`src/rtl/usb_enum_pkg.sv`:
```
package usb_enum_pkg;

  localparam int ADDR_W = 7;
  localparam int TYPE_W = 2;

  typedef enum logic [1:0] {
    ST_POWERED = 2'd0,
    ST_DEFAULT = 2'd1,
    ST_ADDRESS = 2'd2,
    ST_CONFIG  = 2'd3
  } devState_t;

  // Strobes from the control FSM to the register datapath
  typedef struct packed {
    logic busRst;
    logic glbLoad;
    logic cfgAllow;
    logic faddrLoad;
    logic commit;
    logic ep0Load;
    logic epHiLoad;
    logic dropHi;
  } ctrlStrobe_t;

endpackage

```
`src/rtl/usb_enum_fsm.sv`:
```
module usb_enum_fsm
  import usb_enum_pkg::*;
#(
  parameter int NUM_EP = 4,
  localparam int EPW = (NUM_EP > 1) ? $clog2(NUM_EP) : 1
) (
  input  logic           clk,
  input  logic           rstN,
  input  logic           busResetDone,
  input  logic           statusInDone,
  input  logic           txCompClr,
  input  logic           glbWr,
  input  logic           faddrWr,
  input  logic           epWr,
  input  logic [EPW-1:0] epIdx,
  input  logic           addrEnQ,
  input  logic           fenQ,
  input  logic           cfgQ,
  input  logic           pendValidQ,
  output devState_t      stateQ,
  output ctrlStrobe_t    strobe
);

  devState_t stateD;
  logic      txCompQ;
  logic      live;
  logic      isIdx0;

  assign live   = (stateQ != ST_POWERED);
  assign isIdx0 = (epIdx == '0);

  always_comb begin
    strobe.busRst    = busResetDone;
    strobe.glbLoad   = glbWr && live && !busResetDone;
    strobe.cfgAllow  = (stateQ == ST_ADDRESS) || (stateQ == ST_CONFIG);
    strobe.faddrLoad = faddrWr && live && !busResetDone;
    strobe.commit    = txCompClr && txCompQ && pendValidQ && !busResetDone;
    strobe.ep0Load   = epWr && live && isIdx0 && !busResetDone;
    strobe.epHiLoad  = epWr && !isIdx0 && (stateQ == ST_CONFIG) && cfgQ && !busResetDone;
    strobe.dropHi    = busResetDone || ((stateQ == ST_CONFIG) && !cfgQ);
  end

  always_comb begin
    stateD = stateQ;
    if (busResetDone) begin
      stateD = ST_DEFAULT;
    end else if (live) begin
      if (cfgQ)                stateD = ST_CONFIG;
      else if (addrEnQ && fenQ) stateD = ST_ADDRESS;
      else                      stateD = ST_DEFAULT;
    end
  end

  always_ff @(posedge clk or negedge rstN) begin
    if (!rstN) begin
      stateQ  <= ST_POWERED;
      txCompQ <= 1'b0;
    end else begin
      stateQ <= stateD;
      if (busResetDone)      txCompQ <= 1'b0;
      else if (statusInDone) txCompQ <= 1'b1;
      else if (txCompClr)    txCompQ <= 1'b0;
    end
  end

endmodule

```
`src/rtl/usb_enum_regs.sv`:
```
module usb_enum_regs
  import usb_enum_pkg::*;
#(
  parameter int NUM_EP = 4,
  localparam int EPW = (NUM_EP > 1) ? $clog2(NUM_EP) : 1
) (
  input  logic                   clk,
  input  logic                   rstN,
  input  ctrlStrobe_t            strobe,
  input  logic                   glbAddrEn,
  input  logic                   glbConfig,
  input  logic                   faddrFen,
  input  logic [ADDR_W-1:0]      faddrVal,
  input  logic [EPW-1:0]         epIdx,
  input  logic                   epEnable,
  input  logic [TYPE_W-1:0]      epType,
  input  logic                   irqMaskWr,
  input  logic                   irqMaskVal,
  input  logic                   irqClr,
  output logic                   addrEnQ,
  output logic                   cfgQ,
  output logic                   fenQ,
  output logic                   pendValidQ,
  output logic [ADDR_W-1:0]      activeAddr,
  output logic                   addrMatchEn,
  output logic [NUM_EP-1:0]      epEnables,
  output logic [TYPE_W*NUM_EP-1:0] epTypes,
  output logic                   endResetFlag,
  output logic                   irq
);

  logic [ADDR_W-1:0] funcAddrQ;
  logic [ADDR_W-1:0] pendAddrQ;
  logic              pendFenQ;
  logic              maskQ;

  // Global flags
  always_ff @(posedge clk or negedge rstN) begin
    if (!rstN) begin
      addrEnQ <= 1'b0;
      cfgQ    <= 1'b0;
    end else if (strobe.busRst) begin
      addrEnQ <= 1'b0;
      cfgQ    <= 1'b0;
    end else if (strobe.glbLoad) begin
      addrEnQ <= glbAddrEn;
      cfgQ    <= glbConfig && glbAddrEn && strobe.cfgAllow;
    end
  end

  // Pending and committed function address
  always_ff @(posedge clk or negedge rstN) begin
    if (!rstN) begin
      pendAddrQ  <= '0;
      pendFenQ   <= 1'b0;
      pendValidQ <= 1'b0;
      funcAddrQ  <= '0;
      fenQ       <= 1'b0;
    end else if (strobe.busRst) begin
      pendValidQ <= 1'b0;
      funcAddrQ  <= '0;
      fenQ       <= 1'b0;
    end else begin
      if (strobe.commit) begin
        funcAddrQ  <= pendAddrQ;
        fenQ       <= pendFenQ;
        pendValidQ <= 1'b0;
      end
      if (strobe.faddrLoad) begin
        pendAddrQ  <= faddrVal;
        pendFenQ   <= faddrFen;
        pendValidQ <= 1'b1;
      end
    end
  end

  assign activeAddr  = fenQ ? funcAddrQ : '0;
  assign addrMatchEn = fenQ;

  // End-of-reset flag and mask
  always_ff @(posedge clk or negedge rstN) begin
    if (!rstN) begin
      endResetFlag <= 1'b0;
      maskQ        <= 1'b0;
    end else begin
      if (strobe.busRst) endResetFlag <= 1'b1;
      else if (irqClr)   endResetFlag <= 1'b0;
      if (irqMaskWr)     maskQ        <= irqMaskVal;
    end
  end

  assign irq = endResetFlag && maskQ;

  // Per-endpoint enable and type
  for (genvar i = 0; i < NUM_EP; i++) begin : g_ep
    logic              enQ;
    logic [TYPE_W-1:0] typeQ;
    if (i == 0) begin : g_ctl
      always_ff @(posedge clk or negedge rstN) begin
        if (!rstN) begin
          enQ   <= 1'b0;
          typeQ <= '0;
        end else if (strobe.ep0Load) begin
          enQ   <= epEnable;
          typeQ <= epType;
        end
      end
    end else begin : g_hi
      always_ff @(posedge clk or negedge rstN) begin
        if (!rstN) begin
          enQ   <= 1'b0;
          typeQ <= '0;
        end else if (strobe.dropHi) begin
          enQ   <= 1'b0;
          typeQ <= '0;
        end else if (strobe.epHiLoad && (epIdx == EPW'(i))) begin
          enQ   <= epEnable;
          typeQ <= epType;
        end
      end
    end
    assign epEnables[i] = enQ;
    assign epTypes[TYPE_W*i +: TYPE_W] = enQ ? typeQ : '0;
  end

endmodule

```
`src/rtl/usb_enum_ctrl.sv`:
```
module usb_enum_ctrl
  import usb_enum_pkg::*;
#(
  parameter int NUM_EP = 4,
  localparam int EPW = (NUM_EP > 1) ? $clog2(NUM_EP) : 1
) (
  input  logic                     clk,
  input  logic                     rstN,
  input  logic                     busResetDone,
  input  logic                     statusInDone,
  input  logic                     txCompClr,
  input  logic                     glbWr,
  input  logic                     glbAddrEn,
  input  logic                     glbConfig,
  input  logic                     faddrWr,
  input  logic                     faddrFen,
  input  logic [ADDR_W-1:0]        faddrVal,
  input  logic                     epWr,
  input  logic [EPW-1:0]           epIdx,
  input  logic                     epEnable,
  input  logic [TYPE_W-1:0]        epType,
  input  logic                     irqMaskWr,
  input  logic                     irqMaskVal,
  input  logic                     irqClr,
  output logic [1:0]               devState,
  output logic [ADDR_W-1:0]        activeAddr,
  output logic                     addrMatchEn,
  output logic [NUM_EP-1:0]        epEnables,
  output logic [TYPE_W*NUM_EP-1:0] epTypes,
  output logic                     endResetFlag,
  output logic                     irq
);

  devState_t   stateQ;
  ctrlStrobe_t strobe;
  logic        addrEnQ;
  logic        cfgQ;
  logic        fenQ;
  logic        pendValidQ;

  usb_enum_fsm #(.NUM_EP(NUM_EP)) u_fsm (
    .clk          (clk),
    .rstN         (rstN),
    .busResetDone (busResetDone),
    .statusInDone (statusInDone),
    .txCompClr    (txCompClr),
    .glbWr        (glbWr),
    .faddrWr      (faddrWr),
    .epWr         (epWr),
    .epIdx        (epIdx),
    .addrEnQ      (addrEnQ),
    .fenQ         (fenQ),
    .cfgQ         (cfgQ),
    .pendValidQ   (pendValidQ),
    .stateQ       (stateQ),
    .strobe       (strobe)
  );

  usb_enum_regs #(.NUM_EP(NUM_EP)) u_regs (
    .clk          (clk),
    .rstN         (rstN),
    .strobe       (strobe),
    .glbAddrEn    (glbAddrEn),
    .glbConfig    (glbConfig),
    .faddrFen     (faddrFen),
    .faddrVal     (faddrVal),
    .epIdx        (epIdx),
    .epEnable     (epEnable),
    .epType       (epType),
    .irqMaskWr    (irqMaskWr),
    .irqMaskVal   (irqMaskVal),
    .irqClr       (irqClr),
    .addrEnQ      (addrEnQ),
    .cfgQ         (cfgQ),
    .fenQ         (fenQ),
    .pendValidQ   (pendValidQ),
    .activeAddr   (activeAddr),
    .addrMatchEn  (addrMatchEn),
    .epEnables    (epEnables),
    .epTypes      (epTypes),
    .endResetFlag (endResetFlag),
    .irq          (irq)
  );

  assign devState = stateQ;

endmodule

```
`config.mk`:
```
export PLATFORM = sky130hd
export DESIGN_NAME = usb_enum_ctrl
export DESIGN_NICKNAME = d
export VERILOG_FILES = /design/src/rtl/usb_enum_pkg.sv /design/src/rtl/usb_enum_fsm.sv /design/src/rtl/usb_enum_regs.sv /design/src/rtl/usb_enum_ctrl.sv
export SDC_FILE = /design/constraint.sdc
export NUM_CORES = 1
export LEC_CHECK = 0
export BUFFER_PORTS_ARGS = -buffer_cell sky130_fd_sc_hd__buf_4
export CAP_MARGIN = 20
export CORE_AREA = 2 2 47 82
export DETAILED_ROUTE_END_ITERATION = 8
export DIE_AREA = 0 0 49 84
export PLACE_DENSITY = 0.73
export SLEW_MARGIN = 5
export SYNTH_ARGS = -nofsm -noshare
export SYNTH_HDL_FRONTEND = slang
export SYNTH_SLANG_ARGS = --single-unit
```
`constraint.sdc`:
```
create_clock -name clk -period 1.6 [get_ports clk]
set_input_delay 0 -clock clk [delete_from_list [all_inputs] [get_ports clk]]
set_output_delay 0 -clock clk [all_outputs]
set_load 0.005 [all_outputs]
```
==> flow_summary.ini, run 1 <==
[yosys]
synth_seq_area_share = 0.537
synth_warnings = 0
postSynthAreaPerCell_sq_um = 11.0
synth_edf_count = 0
syn_nets = 179
synth_flop_cell = dfrtp_1
synth-async-reset-ratio = 1.00
ys_ff_latch = 36
synth_area_sq_um = 1680
synthDistinctLibCells = 28
synth_cells = 153

[route]
vias_per_cell = 5.14
postRouteAntennaNets = 0
drcViolationCount = 0
totalWireLength_mm = 3.69
drt_iter0_drc = 44
num_vias = 1373
first_pass_iters = 5
wl_per_cell_um = 13.8

[cts]
root_buffer = clkbuf_8
cts_max_path_buffers = 2
post-cts-setup-buffers = 0
numCtsBuffers = 5
post_cts_resized = 0
clkSlewWorstSetupHoldPaths_ps = 70
clock_latency_ps = 280
cts_tree = yes
cts_hold_buffers = 18
htree_levels = 2
clock-sinks = 36

[setup_path]
max_stage_delay_ps = 520
critPathMaxFanout = 3
path_cells = nor2_2 > or4_4 > mux2_4
end_kind = register
crit_start = u_fsm.stateQ[0]
cp_slowest_cell = or4_4
crit_required_ps = 1770
cp-start-kind = register
reg2reg_from = u_fsm.stateQ[0]
cp_data_arrival_time_ps = 1540
crit_type = reg2reg

[sta]
hold_ws_ps = 19.0
hold_violations = 0
rsz0062_at_grt = false
clock-skew-final_ps = 2.45
drv_slew = 0
period_needed_ps = 1380
fmax_ghz = 0.725
slew_headroom = 0.656
tightest_slew_ps = 514
setup_viol = 0
fin_crit_sh = 0.862
finalSetupTns_ps = 0

[floorplan]
die_w_um = 49
core_area_sq_um = 3520
row_count = 29
die_area_sq_um = 4120
initial_utilization = 0.477
io_pins = 50
fp.dieH_um = 84

[cells_and_area]
drive_above_1_share = 0.348
antennaDiodeCount = 0
final_cells = 267
final_cell_mix = 53 x buf_4, 36 x dfrtp_1, 18 x dlygate4sd3_1, 16 x and2_1
final_nets = 246
area_growth_syn_to_layout_pct = 38.9
layout_commonest_cell = buf_4

[run_status]
status = completed

[grt]
grt_max_degree = 37
antenna_found_initial = 0
grt_overflow_total = 0
grt_use_total = 0.202
grt_pass1_wl_mm = 6.45
grt_pass1_vias = 1460

[run]
drv_cap = 0

[power_and_ir_drop]
p_leak_nw = 1.16
vdd_ir_drop_max_uv = 744
power_density_nw_per_um2 = 825
power_mw = 1.92

[place]
dpl.cell_count = 241
place_congestion = 0.773
hpwl_mm = 2.71
port_buffers = 49

[min_path]
worstHoldPathType = in2reg
min-delay-start = glbWr
report_power, final:
group          switching, mW  internal, mW
sequential            0.0390         0.972
combinational         0.0971         0.168
clock                  0.304         0.343
cells by family (layout without fill, tap and decap cells):
logic type | count (synthesis) | after routing | synth area share
multiplexers | 21 | 21 | 0.141
AND/OR/NAND/NOR | 56 | 56 | 0.189
AO/OA/AOI/OAI | 26 | 26 | 0.0820
flip-flops | 36 | 36 | 0.537
buffers and inverters | 14 | 82 | 0.0515
flip-flops by register name, summed over array words and instances (netlist names), 2 cells and up:
register / flops
u_fsm.stateQ: 2
u_regs.funcAddrQ: 7
u_regs.g_ep.enQ: 4
u_regs.g_ep.typeQ: 8
u_regs.pendAddrQ: 7
per-layer routing:
metal,GRT usage,vias up,wire length (um)
li1,-,661,-
met5,0,-,0
met2,0.364,52,2080
met1,0.219,656,1400
met3,0.0466,4,170
met4,0.0883,0,46
metrics by stage:
step	cell area [sq um]	setup WS, ps	util
6_report	2330	221	0.662
5_1_grt	2330	175	0.662
4_1_cts	2330	227	0.662
3_5_place_dp	2060	235	0.585
3_3_place_gp	2060	270	0.585
2_1_floorplan	1680	140	-
synth_stat cells (3+ instances only):
cell type   n  area, sq um
mux2_2      9          101
nand3_1    11         55.1
buf_4       5         37.5
inv_1       3         11.3
nor2_1     11         41.3
mux2_4      3         45.0
mux2i_1     9         90.1
a21oi_1    12         60.1
o21ai_0    12         60.1
dfrtp_1    36          901
nand2_1     5         18.8
and2_1     16          100
clkbuf_1    4         15.0
cell type report:
cell class | count | area [sq um]
Fill cell | 273 | 1190
Sequential cell | 36 | 901
Multi-Input combinational cell | 103 | 691
Timing Repair Buffer | 71 | 578
Clock buffer | 6 | 82.6
Tap cell | 46 | 57.6
Inverter | 3 | 11.3
Clock inverter | 2 | 10.0
worst paths after layout:
kind                                      endpoint  slack [ps]  cells after the start
setup / recovery           u_regs.g_ep[0].typeQ[0]         220                      3
min in group asynchronous  u_regs.g_ep[0].typeQ[1]         210                      2
hold reg to reg            u_regs.g_ep[0].typeQ[0]         510                      1
hold / removal                         u_regs.cfgQ          20                      3
max in group asynchronous  u_regs.g_ep[1].typeQ[0]        1070                      2
setup reg to reg           u_regs.g_ep[0].typeQ[0]         220                      3
critical path: cells and delay by family (launching register included):
kind          cells  cell delay (ps)
simple gates      2              580
mux               1              310
flops             1              380
(Power assumes the default switching activity.)
==> run 2: changes to the inputs <==
--- a/config.mk
+++ b/config.mk
@@ -7,10 +7,12 @@
 export LEC_CHECK = 0
 export BUFFER_PORTS_ARGS = -buffer_cell sky130_fd_sc_hd__buf_4
 export CAP_MARGIN = 20
-export CORE_AREA = 2 2 47 82
+export CELL_PAD_IN_SITES_DETAIL_PLACEMENT = 2
+export CELL_PAD_IN_SITES_GLOBAL_PLACEMENT = 2
+export CORE_AREA = 2 2 59 103
 export DETAILED_ROUTE_END_ITERATION = 8
-export DIE_AREA = 0 0 49 84
-export PLACE_DENSITY = 0.73
+export DIE_AREA = 0 0 61 105
+export PLACE_DENSITY = 0.72
 export SLEW_MARGIN = 5
 export SYNTH_ARGS = -nofsm -noshare
 export SYNTH_HDL_FRONTEND = slang
==> run 2 against run 1 <==
Net effect:
- count of clock-buffer cells in the layout grew 2
- maximum frequency fell by 4.0%
- power rose by 1.1%
- critical path type unchanged
- largest power group unchanged
- utilization down 23 points
==> flow_summary.ini, run 2 (synthesized netlist as in run 1, its figures left out) <==
[grt]
grt_use_total = 0.168
grt_pass1_wl_mm = 7.98
grt_overflow_total = 0
grt_max_degree = 37
antenna_found_initial = 0
grt_pass1_vias = 1678

[run_status]
status = completed

[route]
num_vias = 1425
wl_per_cell_um = 16.7
drt_iter0_drc = 38
totalWireLength_mm = 4.98
vias_per_cell = 4.78
drcViolationCount = 0
postRouteAntennaNets = 0
first_pass_iters = 2

[setup_path]
rrSetupSlack_ps = 160
r2r-end = u_regs.pendAddrQ[6]
cp_data_arrival_time_ps = 1600
crit_start = u_fsm.stateQ[1]
crit_type = reg2reg
crit_required_ps = 1760
r2r_cells = 4
reg2reg_from = u_fsm.stateQ[1]
cp-endpoint = u_regs.pendAddrQ[6]
end_kind = register
critPathMaxFanout = 9
cp-start-kind = register

[sta]
fin_ws_ps = 164
rsz0062_at_grt = false
setup_viol = 0
clock-skew-final_ps = 2.40
hold_violations = 0
fmax_ghz = 0.696
tightest_slew_ps = 458
period_needed_ps = 1440
fin_crit_sh = 0.898
slew_headroom = 0.695
drv_slew = 0
finalSetupTns_ps = 0

[cells_and_area]
final_nets = 247
antennaDiodeCount = 0
drive_above_1_share = 0.347
layout_commonest_cell = buf_4
area_growth_syn_to_layout_pct = 41.3
largest_register_ffs = 8
final_cell_mix = 55 x buf_4, 36 x dfrtp_1, 17 x dlygate4sd3_1, 16 x and2_1
reg.largest.list = u_regs.g_ep.typeQ: 8 flops, u_regs.funcAddrQ: 7 flops, u_regs.pendAddrQ: 7 flops
regMostFlops = u_regs.g_ep.typeQ

[power_and_ir_drop]
p_leak_nw = 1.16
power_density_nw_per_um2 = 820
power_mw = 1.94
vdd_ir_drop_max_uv = 560

[cts]
clock_latency_ps = 280
cts_max_path_buffers = 2
root_buffer = clkbuf_8
numCtsBuffers = 5
clock-sinks = 36
cts_tree = yes
clkSlewWorstSetupHoldPaths_ps = 70
htree_levels = 2
post-cts-setup-buffers = 0

[place]
hpwl_mm = 3.65
pre_cts_ws_ps = 206
place_congestion = 0.711
port_buffers = 49

[run]
drv_cap = 0

[floorplan]
initial_utilization = 0.303
fp.dieH_um = 105
io_pins = 50
die_area_sq_um = 6410
row_count = 36
core_area_sq_um = 5540
die_w_um = 61

[min_path]
worstHoldPathType = in2reg
hold_depth = 4
## run 2: layout make-up
type	count	area [sq um]
clock buffer	8	90.1
fill	596	3170
inverter	3	11.3
multi-input combinational	103	691
sequential	36	901
tap	76	95.1
timing repair buffer	72	583
## run 2: critical path, cell delays in order, from the launching register on
cell and delay, ps:
dfrtp_1 410, buf_4 180, o211ai_2 160, buf_4 210
mux2_2 360
## run 2: timing repair
item	in CTS	in global routing
gates resized for setup	0	0
hold endpoints to repair	51	0
endpoints found under the setup margin	0	0
hold buffers	17	0
## run 2: layer usage
layer | up-vias | wire [um] | part of all wire | global-route usage
met5 | - | 0 | 0 | 0
met4 | 0 | 85 | 0.017 | 0.0575
met3 | 9 | 243 | 0.049 | 0.0384
met2 | 47 | 3040 | 0.61 | 0.328
met1 | 711 | 1600 | 0.32 | 0.157
li1 | 658 | - | - | -
## run 2: worst min-delay path by stage
stage	startpoint	to	slack [ps]
5_1_grt	glbConfig	u_regs.cfgQ	30
3_3_place_gp	rstN	u_regs.g_ep[1].enQ	-20
4_1_cts	txCompClr	u_regs.pendValidQ	20
3_5_place_dp	rstN	u_regs.g_ep[1].enQ	-6
6_report	txCompClr	u_regs.pendValidQ	30
2_1_floorplan	rstN	u_fsm.stateQ[0]	-300
## run 2: power by group
part / switching (mW) / internal (mW)
combinational: 0.108 / 0.168
clock: 0.304 / 0.351
sequential: 0.0425 / 0.972
## run 2: through the flow
stage / area, sq um / util / hold slack (ps) / instances
after floorplan: 1680 / - / -296 / 153
after global placement: 2110 / 0.381 / -16.7 / 273
after detailed placement: 2110 / 0.381 / -5.65 / 273
after CTS: 2370 / 0.428 / 23.9 / 298
after global routing: 2370 / 0.428 / 26.2 / 298
final: 2370 / 0.428 / 25.3 / 298
